File: src/rtl/updn_tmr_pkg.sv
package updn_tmr_pkg;

    typedef struct packed {
        logic       arbuf;
        logic [1:0] cmode;
        logic       dir;
        logic       opm;
        logic       urs;
        logic       udis;
        logic       en;
    } tmr_ctrl_t;

    localparam logic [1:0] CM_EDGE = 2'b00;
    localparam logic [1:0] CM_DOWN = 2'b01;
    localparam logic [1:0] CM_UP   = 2'b10;
    localparam logic [1:0] CM_BOTH = 2'b11;

    localparam logic [2:0] SEL_CTRL   = 3'd0;
    localparam logic [2:0] SEL_RELOAD = 3'd1;
    localparam logic [2:0] SEL_PRESC  = 3'd2;
    localparam logic [2:0] SEL_CMP    = 3'd3;
    localparam logic [2:0] SEL_EVT    = 3'd4;

endpackage

File: src/rtl/tmr_prescaler.sv
module tmr_prescaler #(
    parameter int PSC_W = 16
) (
    input  logic             clk_i,
    input  logic             rst_ni,
    input  logic             run_i,
    input  logic             clear_i,
    input  logic [PSC_W-1:0] limit_i,
    output logic             tick_o
);

    typedef struct packed {
        logic [PSC_W-1:0] cnt;
    } psc_st_t;

    psc_st_t st_d, st_q;

    always_comb begin
        st_d   = st_q;
        tick_o = 1'b0;
        if (clear_i) begin
            st_d.cnt = '0;
        end else if (run_i) begin
            if (st_q.cnt >= limit_i) begin
                tick_o   = 1'b1;
                st_d.cnt = '0;
            end else begin
                st_d.cnt = st_q.cnt + 1'b1;
            end
        end
    end

    always_ff @(posedge clk_i) begin
        if (!rst_ni) st_q <= '0;
        else         st_q <= st_d;
    end

    // a reinit request leaves the prescale count at zero
    a_r10_psc_clear: assert property (@(posedge clk_i) disable iff (!rst_ni)
        clear_i |=> (st_q.cnt == '0));

endmodule

File: src/rtl/tmr_shadow.sv
module tmr_shadow #(
    parameter int CNT_W  = 16,
    parameter int PSC_W  = 16,
    parameter int DATA_W = 16
) (
    input  logic              clk_i,
    input  logic              rst_ni,
    input  logic              wr_arr_i,
    input  logic              wr_psc_i,
    input  logic              wr_cmp_i,
    input  logic [DATA_W-1:0] wr_data_i,
    input  logic              load_i,
    input  logic              arbuf_i,
    input  logic              reinit_loads_i,
    output logic [CNT_W-1:0]  arr_eff_o,
    output logic [CNT_W-1:0]  arr_init_o,
    output logic [PSC_W-1:0]  psc_act_o,
    output logic [CNT_W-1:0]  cmp_act_o
);

    typedef struct packed {
        logic [CNT_W-1:0] arr_pre;
        logic [CNT_W-1:0] arr_sh;
        logic [PSC_W-1:0] psc_pre;
        logic [PSC_W-1:0] psc_sh;
        logic [CNT_W-1:0] cmp_pre;
        logic [CNT_W-1:0] cmp_sh;
    } shd_st_t;

    shd_st_t st_d, st_q;

    always_comb begin
        st_d = st_q;
        if (load_i) begin
            st_d.arr_sh = st_q.arr_pre;
            st_d.psc_sh = st_q.psc_pre;
            st_d.cmp_sh = st_q.cmp_pre;
        end
        if (wr_arr_i) st_d.arr_pre = wr_data_i[CNT_W-1:0];
        if (wr_psc_i) st_d.psc_pre = wr_data_i[PSC_W-1:0];
        if (wr_cmp_i) st_d.cmp_pre = wr_data_i[CNT_W-1:0];
    end

    always_ff @(posedge clk_i) begin
        if (!rst_ni) st_q <= '0;
        else         st_q <= st_d;
    end

    assign arr_eff_o  = arbuf_i ? st_q.arr_sh : st_q.arr_pre;
    assign arr_init_o = reinit_loads_i ? st_q.arr_pre : arr_eff_o;
    assign psc_act_o  = st_q.psc_sh;
    assign cmp_act_o  = st_q.cmp_sh;

    // the working divisor moves only on an update event
    a_r12_psc_frozen: assert property (@(posedge clk_i) disable iff (!rst_ni)
        !load_i |=> (psc_act_o == $past(psc_act_o)));

endmodule

File: src/rtl/tmr_counter.sv
module tmr_counter
    import updn_tmr_pkg::*;
#(
    parameter int CNT_W = 16
) (
    input  logic             clk_i,
    input  logic             rst_ni,
    input  logic             tick_i,
    input  logic             reinit_i,
    input  logic [1:0]       cmode_i,
    input  logic             dir_bit_i,
    input  logic [CNT_W-1:0] arr_eff_i,
    input  logic [CNT_W-1:0] arr_init_i,
    input  logic [CNT_W-1:0] cmp_val_i,
    output logic [CNT_W-1:0] cnt_o,
    output logic             dir_o,
    output logic             wrap_o,
    output logic             cmp_hit_o
);

    typedef struct packed {
        logic [CNT_W-1:0] cnt;
        logic             down;
    } cnt_st_t;

    cnt_st_t st_d, st_q;
    logic    step_dn;
    logic    stepped;
    logic    gate;

    always_comb begin
        st_d    = st_q;
        wrap_o  = 1'b0;
        step_dn = 1'b0;
        stepped = 1'b0;
        if (reinit_i) begin
            st_d.cnt  = (cmode_i == CM_EDGE && dir_bit_i) ? arr_init_i : '0;
            st_d.down = 1'b0;
        end else if (tick_i) begin
            stepped = 1'b1;
            if (cmode_i == CM_EDGE) begin
                if (!dir_bit_i) begin
                    if (st_q.cnt >= arr_eff_i) begin
                        st_d.cnt = '0;
                        wrap_o   = 1'b1;
                    end else begin
                        st_d.cnt = st_q.cnt + 1'b1;
                    end
                end else begin
                    step_dn = 1'b1;
                    if (st_q.cnt == '0) begin
                        st_d.cnt = arr_eff_i;
                        wrap_o   = 1'b1;
                    end else begin
                        st_d.cnt = st_q.cnt - 1'b1;
                    end
                end
            end else if (arr_eff_i != '0) begin
                if (!st_q.down) begin
                    if (st_q.cnt >= arr_eff_i - 1'b1) begin
                        st_d.cnt  = arr_eff_i;
                        st_d.down = 1'b1;
                        wrap_o    = 1'b1;
                    end else begin
                        st_d.cnt = st_q.cnt + 1'b1;
                    end
                end else begin
                    step_dn = 1'b1;
                    if (st_q.cnt <= {{(CNT_W-1){1'b0}}, 1'b1}) begin
                        st_d.cnt  = '0;
                        st_d.down = 1'b0;
                        wrap_o    = 1'b1;
                    end else begin
                        st_d.cnt = st_q.cnt - 1'b1;
                    end
                end
            end
        end
        if (cmode_i == CM_EDGE) st_d.down = 1'b0;

        unique case (cmode_i)
            CM_DOWN: gate = step_dn;
            CM_UP:   gate = !step_dn;
            default: gate = 1'b1;
        endcase
        cmp_hit_o = stepped && (st_d.cnt == cmp_val_i) && gate;
    end

    always_ff @(posedge clk_i) begin
        if (!rst_ni) st_q <= '0;
        else         st_q <= st_d;
    end

    assign cnt_o = st_q.cnt;
    assign dir_o = (cmode_i == CM_EDGE) ? dir_bit_i : st_q.down;

    // an up step below the limit advances by exactly one
    a_r2_edge_up_step: assert property (@(posedge clk_i) disable iff (!rst_ni)
        (tick_i && !reinit_i && cmode_i == CM_EDGE && !dir_bit_i && st_q.cnt < arr_eff_i)
        |=> (st_q.cnt == $past(st_q.cnt) + 1'b1));

    // the bottom of a downward sweep lands on zero and turns upward
    a_r3_center_bottom: assert property (@(posedge clk_i) disable iff (!rst_ni)
        (tick_i && !reinit_i && cmode_i != CM_EDGE && st_q.down && arr_eff_i != '0
         && st_q.cnt <= {{(CNT_W-1){1'b0}}, 1'b1})
        |=> (st_q.cnt == '0 && !st_q.down));

    // a restart outside edge-down counting returns the counter to zero
    a_r11_restart_zero: assert property (@(posedge clk_i) disable iff (!rst_ni)
        (reinit_i && !(cmode_i == CM_EDGE && dir_bit_i)) |=> (st_q.cnt == '0));

endmodule

File: src/rtl/updn_tmr_core.sv
module updn_tmr_core
    import updn_tmr_pkg::*;
#(
    parameter int CNT_W  = 16,
    parameter int PSC_W  = 16,
    parameter int DATA_W = (CNT_W > PSC_W) ? CNT_W : PSC_W
) (
    input  logic              clk_i,
    input  logic              rst_ni,
    input  logic              wr_en_i,
    input  logic [2:0]        wr_sel_i,
    input  logic [DATA_W-1:0] wr_data_i,
    input  logic              slave_rst_i,
    output logic [CNT_W-1:0]  cnt_o,
    output logic              dir_o,
    output logic [7:0]        ctrl_o,
    output logic              upd_evt_o,
    output logic              upd_irq_o,
    output logic              cmp_flag_o
);

    typedef struct packed {
        tmr_ctrl_t ctrl;
        logic      ug;
        logic      evt;
        logic      irq;
        logic      cmp;
    } top_st_t;

    top_st_t    st_d, st_q;
    tmr_ctrl_t  wr_ctrl;
    logic       reinit;
    logic       tick;
    logic       wrap;
    logic       cmp_hit;
    logic       uev;
    logic       irq;
    logic [CNT_W-1:0] arr_eff;
    logic [CNT_W-1:0] arr_init;
    logic [CNT_W-1:0] cmp_act;
    logic [PSC_W-1:0] psc_act;

    assign reinit = st_q.ug | slave_rst_i;

    tmr_prescaler #(.PSC_W(PSC_W)) u_psc (
        .clk_i   (clk_i),
        .rst_ni  (rst_ni),
        .run_i   (st_q.ctrl.en),
        .clear_i (reinit),
        .limit_i (psc_act),
        .tick_o  (tick)
    );

    tmr_shadow #(.CNT_W(CNT_W), .PSC_W(PSC_W), .DATA_W(DATA_W)) u_shd (
        .clk_i          (clk_i),
        .rst_ni         (rst_ni),
        .wr_arr_i       (wr_en_i && wr_sel_i == SEL_RELOAD),
        .wr_psc_i       (wr_en_i && wr_sel_i == SEL_PRESC),
        .wr_cmp_i       (wr_en_i && wr_sel_i == SEL_CMP),
        .wr_data_i      (wr_data_i),
        .load_i         (uev),
        .arbuf_i        (st_q.ctrl.arbuf),
        .reinit_loads_i (!st_q.ctrl.udis),
        .arr_eff_o      (arr_eff),
        .arr_init_o     (arr_init),
        .psc_act_o      (psc_act),
        .cmp_act_o      (cmp_act)
    );

    tmr_counter #(.CNT_W(CNT_W)) u_cnt (
        .clk_i      (clk_i),
        .rst_ni     (rst_ni),
        .tick_i     (tick),
        .reinit_i   (reinit),
        .cmode_i    (st_q.ctrl.cmode),
        .dir_bit_i  (st_q.ctrl.dir),
        .arr_eff_i  (arr_eff),
        .arr_init_i (arr_init),
        .cmp_val_i  (cmp_act),
        .cnt_o      (cnt_o),
        .dir_o      (dir_o),
        .wrap_o     (wrap),
        .cmp_hit_o  (cmp_hit)
    );

    always_comb begin
        st_d = st_q;
        uev  = !st_q.ctrl.udis && (wrap || reinit);
        irq  = uev && (wrap || !st_q.ctrl.urs);

        wr_ctrl = tmr_ctrl_t'(wr_data_i[7:0]);
        if (st_q.ctrl.en && st_q.ctrl.cmode == CM_EDGE && wr_ctrl.cmode != CM_EDGE)
            wr_ctrl.cmode = st_q.ctrl.cmode;
        if (wr_en_i && wr_sel_i == SEL_CTRL) st_d.ctrl = wr_ctrl;
        if (uev && st_q.ctrl.opm) st_d.ctrl.en = 1'b0;

        st_d.ug  = wr_en_i && wr_sel_i == SEL_EVT && wr_data_i[0];
        st_d.evt = uev;
        st_d.irq = irq;
        st_d.cmp = cmp_hit;
    end

    always_ff @(posedge clk_i) begin
        if (!rst_ni) st_q <= '0;
        else         st_q <= st_d;
    end

    assign ctrl_o     = st_q.ctrl;
    assign upd_evt_o  = st_q.evt;
    assign upd_irq_o  = st_q.irq;
    assign cmp_flag_o = st_q.cmp;

    // a running edge-aligned timer cannot be switched to center mode
    a_r9_mode_guard: assert property (@(posedge clk_i) disable iff (!rst_ni)
        (wr_en_i && wr_sel_i == SEL_CTRL && st_q.ctrl.en && st_q.ctrl.cmode == CM_EDGE)
        |=> (ctrl_o[6:5] == CM_EDGE));

    // one-pulse operation drops enable with the update
    a_r5_opm_stop: assert property (@(posedge clk_i) disable iff (!rst_ni)
        (uev && st_q.ctrl.opm) |=> !ctrl_o[0]);

    // frozen updates never show a strobe
    a_r7_freeze_quiet: assert property (@(posedge clk_i) disable iff (!rst_ni)
        st_q.ctrl.udis |=> !upd_evt_o);

    // an interrupt is always part of an update event
    a_r6_irq_in_evt: assert property (@(posedge clk_i) disable iff (!rst_ni)
        upd_irq_o |-> upd_evt_o);

    // with the source filter on, only a wrap may raise the interrupt
    a_r6_urs_filter: assert property (@(posedge clk_i) disable iff (!rst_ni)
        (st_q.ctrl.urs && !wrap) |=> !upd_irq_o);

    // up-only gating keeps the flag quiet during down sweeps
    a_r4_up_only: assert property (@(posedge clk_i) disable iff (!rst_ni)
        (st_q.ctrl.cmode == CM_UP && dir_o) |=> !cmp_flag_o);

endmodule

File: config.mk
export PLATFORM = sky130hd
export DESIGN_NAME = updn_tmr_core
export DESIGN_NICKNAME = d
export VERILOG_FILES = /design/src/rtl/updn_tmr_pkg.sv /design/src/rtl/tmr_prescaler.sv /design/src/rtl/tmr_shadow.sv /design/src/rtl/tmr_counter.sv /design/src/rtl/updn_tmr_core.sv
export SDC_FILE = /design/constraint.sdc
export NUM_CORES = 1
export LEC_CHECK = 0
export ABC_AREA = 1
export BUFFER_PORTS_ARGS = -buffer_cell sky130_fd_sc_hd__buf_2
export CAP_MARGIN = 25
export CORE_UTILIZATION = 50
export CTS_CLUSTER_SIZE = 24
export DETAILED_ROUTE_END_ITERATION = 10
export PLACE_DENSITY_LB_ADDON = 0.3
export SETUP_SLACK_MARGIN = 0.15
export SLEW_MARGIN = 0
export SYNTH_ARGS = -nofsm -noshare
export SYNTH_HDL_FRONTEND = slang
export SYNTH_SLANG_ARGS = --single-unit
export TNS_END_PERCENT = 20
File: constraint.sdc
create_clock -name clk_i -period 11.7 [get_ports clk_i]
set_input_delay 1.755 -clock clk_i [delete_from_list [all_inputs] [get_ports clk_i]]
set_output_delay 1.755 -clock clk_i [all_outputs]
set_load 0.02 [all_outputs]
# After elaboration in Yosys (flattened, before gate mapping)
# Cells that the tools add are included.
[totals]
word_cells = 107
ff_bits = 141
out_inout_bits = 28
input_bits = 23
[op_classes]
n_eq_ne = 7
n_lt_le_gt_ge = 4
mux = 39
add_sub_neg = 4
reduce_logical = 29
bitwise_logic = 4
[op_table]
columns = ["operator", "count"]
rows = [
  ["$mux W16", 10],
  ["$mux W17", 4],
  ["$ge A16 B16 Y1", 3],
  ["$add A16 B1 Y16 const B", 2],
  ["$sub A16 B1 Y16 const B", 2],
  ["$mux W1", 24],
  ["$eq A16 B16 Y1", 1],
  ["$le A16 B1 Y1 const B", 1],
  ["$logic_not A16 Y1", 1],
  ["$reduce_bool A16 Y1", 1],
  ["$logic_and A1 B1 Y1", 14],
  ["$eq A3 B2 Y1 const B", 2],
  ["$reduce_or A2 Y1", 2],
  ["$eq A3 B1 Y1 const B", 1],
  ["$eq A3 B3 Y1 const B", 1],
  ["$logic_not A1 Y1", 3],
  ["$logic_not A3 Y1", 1],
  ["$not A1 Y1", 3],
  ["$reduce_and A3 Y1", 1],
  ["$reduce_or A3 Y1", 1],
  ["$eq A2 B1 Y1 const B", 1],
  ["$eq A2 B2 Y1 const B", 1],
  ["$logic_not A2 Y1", 1],
  ["$logic_or A1 B1 Y1", 2],
  ["4 further kinds", 4],
]

# Depth between registers and ports, before layout
[logic_depth]
word_depth = 13
ltp_mapped = 34
ltp_nobuf = 30

# Modules after synthesis
# From an unflattened synthesis, not the netlist that was laid out.
[hier_totals]
hier_cells = 1605
area_unflattened_um2 = 10218.6
[by_module_without_submodules]
columns = ["module", "seq_area_each_um2", "area_each_um2", "n_inst", "cells_per_inst"]
rows = [
  ["tmr_counter", 340.3, 4331.7, 1, 775],
  ["tmr_shadow", 1921.8, 4137.7, 1, 582],
  ["tmr_prescaler", 320.3, 1177.4, 1, 169],
  ["updn_tmr_core", 240.2, 571.8, 1, 79],
]

# Least setup slack after synthesis
# Ideal clock, no wire load.
[synth_path]
path_type = "register to register"
from = "register st_q (netlist bit ctrl_o[7])"
to = "register st_q (netlist bit cmp_flag_o)"
t_arrival_ps = 3641
period_less_slack_ps = 3705
path_buffers = 4
slack_ps = 7995
path_stages_with_launch = 31
t_required_ps = 11636
setup_time_ps = 64
path_cell_list = "dfxtp_1 -> buf_6 -> buf_6 -> o21ai_0 -> nor2_1 -> nand2_1 -> nor3_1 -> nand3_1 -> nand3b_1 -> nor2_1 -> nand2_1 -> xor2_1 -> inv_1 -> ha_1 -> a21oi_1 -> o21ai_0 -> nor2_1 -> buf_2 -> nand2_1 -> buf_2 -> nand3_1 -> nand3_1 -> nand4_1 -> nand2_1 -> nand2_1 -> nand2_1 -> nand2_1 -> nand2_1 -> nor2_1 -> nand3_1 -> nor2_1"
[synth_between]
elab_chain_len = 12
elab_cells_between_ends = 25
classes_between = "add/sub: 1; order compare: 2; eq/ne: 1; mux: 17; reduce/logical: 4"
[synth_rtl]
columns = ["item", "line_no", "source"]
rows = [
  ["start, declared", "updn_tmr_core.sv:30", "top_st_t st_d, st_q;"],
  ["start signal, assigned", "updn_tmr_core.sv:105", "else st_q <= st_d;"],
  ["$mux W16 *", "tmr_shadow.sv:49", "assign arr_eff_o = arbuf_i ? st_q.arr_sh : st_q.arr_pre;"],
  ["$sub A16 B1 Y16", "tmr_counter.sv:60", "if (st_q.cnt >= arr_eff_i - 1'b1) begin"],
  ["$ge A16 B16 Y1", "tmr_counter.sv:60", ""],
  ["$mux W16", "tmr_counter.sv:60", ""],
  ["$mux W17", "tmr_counter.sv:59", "if (!st_q.down) begin"],
  ["$mux W17", "tmr_counter.sv:58", "end else if (arr_eff_i != '0) begin"],
  ["$mux W16", "tmr_counter.sv:41", "if (cmode_i == CM_EDGE) begin"],
  ["$mux W17", "tmr_counter.sv:39", "end else if (tick_i) begin"],
  ["$mux W17", "tmr_counter.sv:36", "if (reinit_i) begin"],
  ["$eq A16 B16 Y1", "tmr_counter.sv:86", "cmp_hit_o = stepped && (st_d.cnt == cmp_val_i) && gate;"],
  ["$logic_and A1 B1 Y1", "tmr_counter.sv:86", ""],
  ["$logic_and A1 B1 Y1 *", "tmr_counter.sv:86", ""],
]
# Every way passes the cells marked *; elsewhere a longest branch is shown, timed or not.
# A chain may end at the register's enable or synchronous reset.

# Final worst setup path
[layout_path]
from = "register st_q (netlist bit ctrl_o[7])"
to = "register u_shd.st_q (netlist bit u_shd.psc_act_o[3])"
[layout_between]
elab_chain_len = 11
elab_cells_between_ends = 15
classes_between = "add/sub: 1; order compare: 2; mux: 9; reduce/logical: 3"
[layout_rtl]
columns = ["item", "line_no", "source"]
rows = [
  ["$mux W16 *", "tmr_shadow.sv:49", ""],
  ["$sub A16 B1 Y16", "tmr_counter.sv:60", ""],
  ["$ge A16 B16 Y1", "tmr_counter.sv:60", ""],
  ["$mux W1", "tmr_counter.sv:60", ""],
  ["$mux W1", "tmr_counter.sv:59", ""],
  ["$mux W1", "tmr_counter.sv:58", ""],
  ["$mux W1 *", "tmr_counter.sv:41", ""],
  ["$mux W1 *", "tmr_counter.sv:39", ""],
  ["$mux W1 *", "tmr_counter.sv:36", ""],
  ["$logic_or A1 B1 Y1 *", "updn_tmr_core.sv:88", "uev = !st_q.ctrl.udis && (wrap || reinit);"],
  ["$logic_and A1 B1 Y1 *", "updn_tmr_core.sv:88", ""],
  ["end signal, assigned", "tmr_shadow.sv:46", "else st_q <= st_d;"],
  ["end, declared", "tmr_shadow.sv:30", "shd_st_t st_d, st_q;"],
]
# Marked as above.

==> impl_metrics.csv <==
group,metric,value,unit
grt,grt_pass1_vias,8710,
cts,cts_hold_buf,0,
sta,fmax,182,MHz
sta,fin_setup_tns,0,ns
yosys,synthArstFlopShare,0,
outcome,status,"finished, final reports clean",
detailed_routing,drtIter0Drc,937,
die,die-width,140,um
yosys,syn-cell-area,9560,um^2
yosys,yosysSeqAreaShare,0.295,
sta,maxSlewHeadroom,0.412,
sta,hold_ws,0.442,ns
setup_path,worstRegToRegCells,27,
setup_path,cp.required,12.05,ns
die,fp.dieH,140,um
setup_path,startpoint_type,"flip-flop",
yosys,ys_types,41,
setup_path,critPathCaptureType,"flip-flop",
sta,setup_viol,0,
grt,grt_first_pass_wirelength,46700,um
sta,finalHoldViolations,0,
setup_path,critical_path_arrival,5.85,ns
power_and_ir_drop,p_per_area,130,nW/um^2
sta,fin_worst_skew,0.0109,ns
worst_hold_path,hold_depth,2,
yosys,synth_nets,1556,
yosys,yosysWarnings,0,
setup_path,r2r_start,"ctrl_o[7]$_SDFFE_PN0P_",
placed_design,place.gp.congestion,0.955,
detailed_routing,vias_per_cell,5.60,
yosys,synthFlopType,"dfxtp_1",
grt,grt_max_degree,105,
power_and_ir_drop,power_leakage,0.00470,uW
sta,min_period,5.50,ns
cts,insertion_delay,0.42,ns
setup_path,path_max_fanout,69,
die,die-area,19700,um^2
detailed_routing,routed_wl,29300,um
power_and_ir_drop,max-vdd-ir-drop,101,uV
cts,cts_buffers,17,
cts,cts_setup_buffers,0,
cts,cts_resized,0,
layout,final_nets,1541,
sta,maxSlewViolCount,0,
setup_path,crit_start,"ctrl_o[7]$_SDFFE_PN0P_",
run,maxCapViolCount,0,
grt,antenna_found_initial,0,
cts,cts_root_buf,"clkbuf_16",
layout,finalNonFillerCells,1708,
yosys,netlist.area_leader.share,0.295,
worst_hold_path,hold_path.class,"reg -> reg",
yosys,netlist_instances,1476,
detailed_routing,ant_nets,0,
worst_hold_path,hp-start,"u_shd.st_q[19]$_SDFFE_PN0P_",
layout,num_antenna_cells,0,
detailed_routing,dr.pass1.iters,6,
cts,cts.sinks,141,
layout,drive_above_1_share,0.0916,
sta,rsz0062_at_grt,"no",
detailed_routing,wire_per_inst,17.1,um
detailed_routing,vias,9571,
grt,grt_usage,0.306,
detailed_routing,route.detailed.drc,0,
placed_design,port_buffers,50,
layout,synthToLayoutAreaGrowth,7.18,%
cts,cts_tree,"yes",
sta,timing.final.crit_share,0.470,
yosys,ys_seq_elements,141,
yosys,synthTopCellsByArea,"dfxtp_1, nand2_1, nor2_1",
yosys,synth.most_common_cell,"nand2_1",
sta,worstMarginPinSlew,0.875,ns
setup_path,crit_type,"reg -> reg",
cts,htreeDepth,4,
yosys,synth-edff-count,0,
cts,path_clk_slew,0.07,ns
yosys,syn_avg_cell_area,6.48,um^2
die,core-area,18700,um^2
yosys,synthTopCellsByCount,"nand2_1, nor2_1, inv_1",
die,rows,50,
placed_design,dp_cells,1675,
cts,clk_path_buf_depth,2,
grt,overflow,0,
yosys,synth_top_area_cell,"dfxtp_1",
placed_design,dp_hpwl,21800,um
die,start_util,0.511,
die,num_io_pins,51,
## cell type report
type	instances	area, um^2
multi-input cells	1076	5570
well taps	234	293
flip-flops and latches	141	2820
clock buffers	18	439
fillers	1867	8460
repair buffers	60	345
inverters	165	626
clock inverters	14	149
## registers in the layout (all words and copies together) (netlist names)
name             flops
u_shd.st_q          64
u_cnt.cnt_o         16
u_psc.st_q          16
u_shd.cmp_act_o     16
u_shd.psc_act_o     16
ctrl_o               8
cmp_flag_o           1
st_q                 1
u_cnt.st_q           1
upd_evt_o            1
upd_irq_o            1
## where the power goes
part	internal, uW	total (uW)	switching (uW)
registers	499	521	22.3
clock network	307	539	232
logic	83.4	268	185
## layer usage
layer  GRT usage  part of all wire  wire [um]  up-vias
li1            -                 -          -     4744
met1       0.423              0.46      13300     4372
met2       0.472              0.44      12700      382
met3      0.0397             0.070       2060       73
met4       0.140             0.039       1130        0
met5           0                 0          0        -
## logic make-up (layout without fill, tap and decap cells)
| family | count (synthesis) | after routing | share of synthesized area |
|---|---|---|---|
| buf+inv | 259 | 257 | 0.122 |
| simple gates | 670 | 670 | 0.303 |
| flops | 141 | 141 | 0.295 |
| compound gates | 305 | 305 | 0.165 |
| xor+xnor | 44 | 44 | 0.0403 |
| fa+ha+maj | 57 | 57 | 0.0746 |
## metrics by stage
step           setup slack, ns  cell area [um^2]  power, uW  utilization
3_5_place_dp              5.81              9630        792        0.515
5_1_grt                   5.73             10200       1390        0.548
6_report                  6.20             10200       1330        0.548
4_1_cts                   5.71             10200       1330        0.546
3_3_place_gp              5.96              9630        790        0.515
2_1_floorplan             8.00              9560        726            -
## critical path: stages, from the launching register on
cell and delay, ns:
dfxtp_1 0.35, buf_16 0.18, inv_6 0.16, nand2_1 0.09
nand2_2 0.12, inv_1 0.12, nor2_1 0.15, nand2_1 0.09
nor3_1 0.30, nand3_1 0.18, nand3b_1 0.23, nor2_1 0.15
nand2_1 0.08, xor2_1 0.14, inv_1 0.06, ha_1 0.30
a21oi_1 0.14, o21ai_0 0.09, nor2_1 0.61, nand3_1 0.29
nand2_1 0.18, o21ai_1 0.08, o2111ai_1 0.14, nand2_1 0.11
nand2_2 0.09, buf_4 0.53, o21ai_0 0.22, a21oi_1 0.20
## layout by cell type, fill, tap and decap left out, types with 6 or more instances in the layout
master and n:
dfxtp_1 141, nand4_1 36, ha_1 57, a21oi_1 131
buf_4 9, inv_6 6, nand3_1 82, nand2_2 11
clkbuf_16 17, buf_2 50, nor3_1 16, o21ai_1 15
nand3b_1 6, nand2_1 273, xor2_1 36, nor2_1 221
inv_1 159, xnor2_1 8, o21ai_0 144
## path summary, 6_finish.rpt
kind,slack (ns),to
worst min-delay path,0.44,u_shd.st_q[19]$_SDFFE_PN0P_
worst max register to register,6.20,u_shd.psc_act_o[3]$_SDFFE_PN0P_
worst min register to register,0.44,u_shd.st_q[19]$_SDFFE_PN0P_
worst max-delay path,6.20,u_shd.psc_act_o[3]$_SDFFE_PN0P_
Note: power is estimated with default switching activity, not from simulation.
